File: config.mk
export PLATFORM = sky130hd
export DESIGN_NAME = serial_port_regs
export DESIGN_NICKNAME = d
export VERILOG_FILES = /design/src/rtl/serial_port_regs.sv
export SDC_FILE = /design/constraint.sdc
export NUM_CORES = 1
export LEC_CHECK = 0
export ABC_AREA = 0
export CORE_MARGIN = 8
export CORE_UTILIZATION = 25
export CTS_BUF_LIST = sky130_fd_sc_hd__clkbuf_8
export DETAILED_ROUTE_END_ITERATION = 10
export DONT_BUFFER_PORTS = 1
export SKIP_CTS_REPAIR_TIMING = 1
export SYNTH_ARGS = -nofsm -noshare
export SYNTH_HDL_FRONTEND = slang
export SYNTH_SLANG_ARGS = --single-unit
File: constraint.sdc
create_clock -name clk -period 11.12 [get_ports clk]
set_clock_uncertainty 0.15 [all_clocks]
set_input_delay 2.224 -clock clk [delete_from_list [all_inputs] [get_ports clk]]
set_output_delay 2.224 -clock clk [all_outputs]
set_load 0.02 [all_outputs]
File: src/rtl/serial_port_regs.sv
module serial_port_regs #(
  parameter int DEPTH = 16,
  parameter int AW    = 6
) (
  input  logic          clk,
  input  logic          rst_n,
  input  logic [AW-1:0] bus_addr,
  input  logic          bus_we,
  input  logic [7:0]    bus_wdata,
  input  logic          bus_re,
  output logic [7:0]    bus_rdata,
  input  logic          rx_valid,
  input  logic [7:0]    rx_data,
  output logic          rx_ready,
  output logic          tx_strobe,
  output logic [7:0]    tx_data,
  output logic          rx_irq
);
  localparam int PW = $clog2(DEPTH);
  localparam int CW = PW + 1;

  localparam logic [AW-1:0] OFS_MODE = AW'(8'h00);
  localparam logic [AW-1:0] OFS_RATE = AW'(8'h04);
  localparam logic [AW-1:0] OFS_CTRL = AW'(8'h08);
  localparam logic [AW-1:0] OFS_TXD  = AW'(8'h0C);
  localparam logic [AW-1:0] OFS_STAT = AW'(8'h10);
  localparam logic [AW-1:0] OFS_RXD  = AW'(8'h14);
  localparam logic [AW-1:0] OFS_FCTL = AW'(8'h18);
  localparam logic [AW-1:0] OFS_CNT  = AW'(8'h1C);
  localparam logic [AW-1:0] OFS_PORT = AW'(8'h20);

  logic [7:0]    mode_q, rate_q, ctrl_q, port_q;
  logic [1:0]    tsel_q;
  logic          tend_q, tde_q, brk_q, rdf_q, dr_q, irq_q;
  logic [7:0]    mem [DEPTH];
  logic [PW-1:0] head, tail;
  logic [CW-1:0] cnt, cnt_n, trig;
  logic [7:0]    rmux;

  wire wr_ctrl  = bus_we && bus_addr == OFS_CTRL;
  wire wr_stat  = bus_we && bus_addr == OFS_STAT;
  wire wr_txd   = bus_we && bus_addr == OFS_TXD;
  wire wr_fctl  = bus_we && bus_addr == OFS_FCTL;
  wire fifo_clr = wr_fctl && bus_wdata[1];
  wire rd_stat  = bus_re && bus_addr == OFS_STAT;
  wire pop      = bus_re && bus_addr == OFS_RXD && cnt != '0 && !fifo_clr;
  wire push     = ctrl_q[4] && rx_valid && cnt < CW'(DEPTH) && !fifo_clr;
  wire hit_trig = push && cnt_n >= trig;

  assign rx_ready = ctrl_q[4];
  assign rx_irq   = irq_q;

  always_comb begin
    case (tsel_q)
      2'd0:    trig = CW'(1);
      2'd1:    trig = CW'(4);
      2'd2:    trig = CW'(8);
      default: trig = CW'(14);
    endcase
  end

  always_comb begin
    if (fifo_clr) cnt_n = '0;
    else          cnt_n = cnt + CW'(push) - CW'(pop);
  end

  always_comb begin
    case (bus_addr)
      OFS_MODE: rmux = mode_q;
      OFS_RATE: rmux = rate_q;
      OFS_CTRL: rmux = ctrl_q;
      OFS_STAT: rmux = {1'b0, tend_q, tde_q, brk_q, 2'b00, rdf_q, dr_q};
      OFS_RXD:  rmux = (cnt != '0) ? mem[tail] : 8'h00;
      OFS_CNT:  rmux = 8'(cnt);
      OFS_PORT: rmux = port_q;
      default:  rmux = 8'h00;
    endcase
  end

  always_ff @(posedge clk) begin
    if (push) mem[head] <= rx_data;
  end

  always_ff @(posedge clk or negedge rst_n) begin
    if (!rst_n) begin
      head <= '0;
      tail <= '0;
      cnt  <= '0;
    end else begin
      cnt <= cnt_n;
      if (fifo_clr) begin
        head <= '0;
        tail <= '0;
      end else begin
        if (push) head <= head + 1'b1;
        if (pop)  tail <= tail + 1'b1;
      end
    end
  end

  always_ff @(posedge clk or negedge rst_n) begin
    if (!rst_n) begin
      mode_q <= 8'h00;
      rate_q <= 8'hFF;
      ctrl_q <= 8'h20;
      port_q <= 8'h00;
      tsel_q <= 2'd0;
    end else if (bus_we) begin
      case (bus_addr)
        OFS_MODE: mode_q <= bus_wdata & 8'h7B;
        OFS_RATE: rate_q <= bus_wdata;
        OFS_CTRL: ctrl_q <= bus_wdata & 8'hFA;
        OFS_FCTL: tsel_q <= bus_wdata[7:6];
        OFS_PORT: port_q <= bus_wdata & 8'hF3;
        default: ;
      endcase
    end
  end

  always_ff @(posedge clk or negedge rst_n) begin
    if (!rst_n) begin
      tend_q <= 1'b1;
      tde_q  <= 1'b1;
      brk_q  <= 1'b0;
      rdf_q  <= 1'b0;
      dr_q   <= 1'b0;
      irq_q  <= 1'b0;
    end else begin
      if (fifo_clr)                rdf_q <= 1'b0;
      else if (hit_trig)           rdf_q <= 1'b1;
      else if (pop && cnt_n < trig) rdf_q <= 1'b0;
      if (hit_trig && ctrl_q[6])   irq_q <= 1'b1;
      if (rd_stat && ctrl_q[5]) begin
        tend_q <= 1'b1;
        tde_q  <= 1'b1;
      end
      if (wr_ctrl && !bus_wdata[5]) tend_q <= 1'b1;
      if (wr_txd) tde_q <= 1'b0;
      if (wr_stat) begin
        if (!bus_wdata[6]) tend_q <= 1'b0;
        if (!bus_wdata[5]) tde_q  <= 1'b0;
        if (!bus_wdata[4]) brk_q  <= 1'b0;
        if (!bus_wdata[1]) rdf_q  <= 1'b0;
        if (!bus_wdata[0]) dr_q   <= 1'b0;
      end
      if ((wr_ctrl && !bus_wdata[6]) || (wr_stat && !(bus_wdata[1] && bus_wdata[0])))
        irq_q <= 1'b0;
    end
  end

  always_ff @(posedge clk or negedge rst_n) begin
    if (!rst_n) begin
      bus_rdata <= 8'h00;
      tx_strobe <= 1'b0;
      tx_data   <= 8'h00;
    end else begin
      bus_rdata <= bus_re ? rmux : 8'h00;
      tx_strobe <= wr_txd;
      if (wr_txd) tx_data <= bus_wdata;
    end
  end
endmodule

==> results.cfg <==
[layout]
drive_above_1_share_pct = 25.6
final_cell_mix = edfxtp_1, dfrtp_1, mux2_2
synthToLayoutAreaGrowth_pct = 11.0
final_common_cell = edfxtp_1
antennaDiodeCount = 0
final_nets = 541
final.fill_count = 3116
stdcell_area_mm2 = 0.00894

[timing]
tightest_slew_ns = 1.13
setup_viol = 0
rsz0062_at_grt = false
max_freq_mhz = 166
final.period_utilization_pct = 54.2
hold_viol = 0
slew_headroom_pct = 24.4
finalSetupTns_ns = 0
fin_crit_ns = 6.02
slew_violations = 0

[route]
drc = 0
wl_met2_mm = 8.15
via_per_inst = 4.71
drt_wl_total_mm = 17.7
top_layer = met4
drt_iter0_markers = 382
routedWlPerCell_um = 19.4
dr.pass1.iters = 5
final_antenna_net_count = 0
drt-met1-wl_mm = 8.04
num_vias = 4304
dr_wl_met3_mm = 1.35

[die]
die-area_mm2 = 0.0382
rows = 65
io_pins = 46
die_y_um = 196
start_util_pct = 25.5
die_w_um = 196
core_mm2 = 0.0316

[global_routing]
antenna_found_initial = 0
grt_max_degree = 63
first_global_vias = 4336
grt_pass1_wl_mm = 27.3
track_usage_pct = 9.44
overflow = 0

[worst_setup_path]
slowest_stage = and4_1
critical_path_buf_inv_count = 3
start_kind = primary input
critical_path_required_ns = 11.32
crit_family = simple AND/OR/NAND/NOR gates
crit_path_end_kind = flip-flop
worst_ep_arrival_time_ns = 6.22
cp_max_fo = 11
cpPeakStageDelay_ns = 0.56
crit_chain = nor4b_2 -> and4_1 -> nor3_1 -> inv_1 -> ha_1 -> inv_1 -> ha_1 -> inv_1 -> fa_1 -> xor2_1 -> nor2_1 -> ha_1 -> and4b_1 -> a211oi_1 -> nand2_1 -> o21ai_0 -> a221oi_1
crit_type = in2reg

[clock_tree]
clock-root-buffer = clkbuf_8
cts_tree = built
path_clk_slew_ns = 0.10
clock_latency_ns = 0.47
htree_levels = 4
numCtsBuffers = 17
clock_sinks = 190
cts_buffer_depth = 2

[placement]
finalWeightedCongestion = 0.812
hpwl_mm = 12.0
placed_area_mm2 = 0.00855
port_buffers = 0

[logic_synthesis]
seq_area_frac_synth_pct = 67.1
synth_area_mm2 = 0.00806
synthFlopType = edfxtp_1
synth-seq-cells = 190
synth_fp_nets = 536
synth-async-reset-ratio_pct = 32.6
synth_warnings = 0
synth_edf_count = 128
yosysUniqueCellTypes = 49
syn_area_per_cell_um2 = 16.3
synth_cells = 493

[power_and_ir_drop]
p_leak_nw = 3.07
pwr-share-seq_pct = 53.0
vdd_ir_drop_max_mv = 0.0867
switching_power_mw = 0.451
pwr-share-clk_pct = 28.2
internal_power_mw = 1.13
p_per_area_mw_per_mm2 = 177
comb_power_share_pct = 18.8
swShare_pct = 28.5

[hold_path]
min_path_type = reg2reg

[flow_run]
drv_cap = 0

[outcome]
status = completed
synth_stat cells, types with 5 or more instances:
master	n	area share, %
a22o_1	12	1.3
a22oi_1	5	0.47
a31oi_1	8	0.62
and2_1	10	0.78
buf_2	7	0.43
clkbuf_1	12	0.56
dfrtp_1	51	16
dfstp_2	11	3.6
edfxtp_1	128	48
ha_1	15	2.3
inv_1	17	0.79
mux2_2	38	5.3
mux2i_1	7	0.87
mux4_2	32	8.9
nand2_1	23	1.1
nor2_1	30	1.4
nor2b_1	5	0.39
nor4_1	6	0.47
o21ai_0	14	0.87
xor2_1	7	0.76
kinds of logic after synthesis:
| kind of cell | after synthesis | share of synthesized area, % |
|---|---|---|
| and+or+nand+nor | 104 | 7.13 |
| adders and majority gates | 16 | 2.58 |
| xor gates and xnor gates | 11 | 1.20 |
| AOI/OAI and AO/OA | 57 | 4.98 |
| buffers and inverters | 38 | 1.88 |
| DFF | 190 | 67.1 |
| muxes | 77 | 15.1 |
final timing paths:
check / start / end / slack (ns) / depth (start not counted)
worst max-delay path: bus_addr[5] / rx_irq$_DFFE_PN0P_ / 5.10 / 17
worst min-delay path: port_q[7]$_DFFE_PN0P_ / port_q[7]$_DFFE_PN0P_ / 0.37 / 1
worst max register to register: cnt[2]$_DFF_PN0_ / rx_irq$_DFFE_PN0P_ / 6.80 / 17
worst min register to register: port_q[7]$_DFFE_PN0P_ / port_q[7]$_DFFE_PN0P_ / 0.37 / 1
max in group asynchronous: rst_n / rate_q[7]$_DFFE_PN1P_ / 9.33 / 0
min in group asynchronous: rst_n / bus_rdata[2]$_DFF_PN0_ / 1.28 / 0
layer usage:
layer / up-vias / track usage, %
met5: - / 0
met4: 0 / 3.00
met3: 17 / 2.79
met2: 161 / 14.1
met1: 2218 / 13.0
li1: 1908 / -
through the flow:
stage	util (%)	setup slack, ns	hold WS (ns)	power [mW]	instances
after detailed placement	27.0	4.64	0.348	1.16	881
after global routing	28.3	4.83	0.390	1.67	913
final	28.3	5.10	0.371	1.58	913
after global placement	27.0	4.72	0.338	1.15	881
after floorplan	-	5.38	0.328	1.09	493
after CTS	28.3	5.14	0.371	1.60	913
final cells by class:
class,count,area [µm²],area share (%)
Timing Repair Buffer,7,52.6,0.588
Tap cell,402,503,5.62
Clock inverter,15,155,1.73
Inverter,17,63.8,0.714
Sequential cell,190,5410,60.5
Multi-Input combinational cell,265,2520,28.2
Clock buffer,17,234,2.62
flip-flops by register name, indices dropped and copies added (netlist names):
| register | cells |
|---|---|
| tail | 4 |
| tsel_q | 2 |
| tx_strobe | 1 |
| bus_rdata | 8 |
| ctrl_q | 6 |
| mem | 128 |
| rate_q | 8 |
| tend_q | 1 |
| rdf_q | 1 |
| port_q | 6 |
| head | 4 |
| cnt | 5 |
| mode_q | 6 |
| tde_q | 1 |
| rx_irq | 1 |
| tx_data | 8 |
power by group through the flow:
stage	clock network (mW)	logic, mW	registers (mW)
2_1_floorplan	0	0.249	0.840
3_3_place_gp	0	0.296	0.855
3_5_place_dp	0	0.300	0.856
4_1_cts	0.460	0.302	0.841
5_1_grt	0.489	0.332	0.847
6_report	0.447	0.298	0.840
Power figures use the tool's default switching activity.
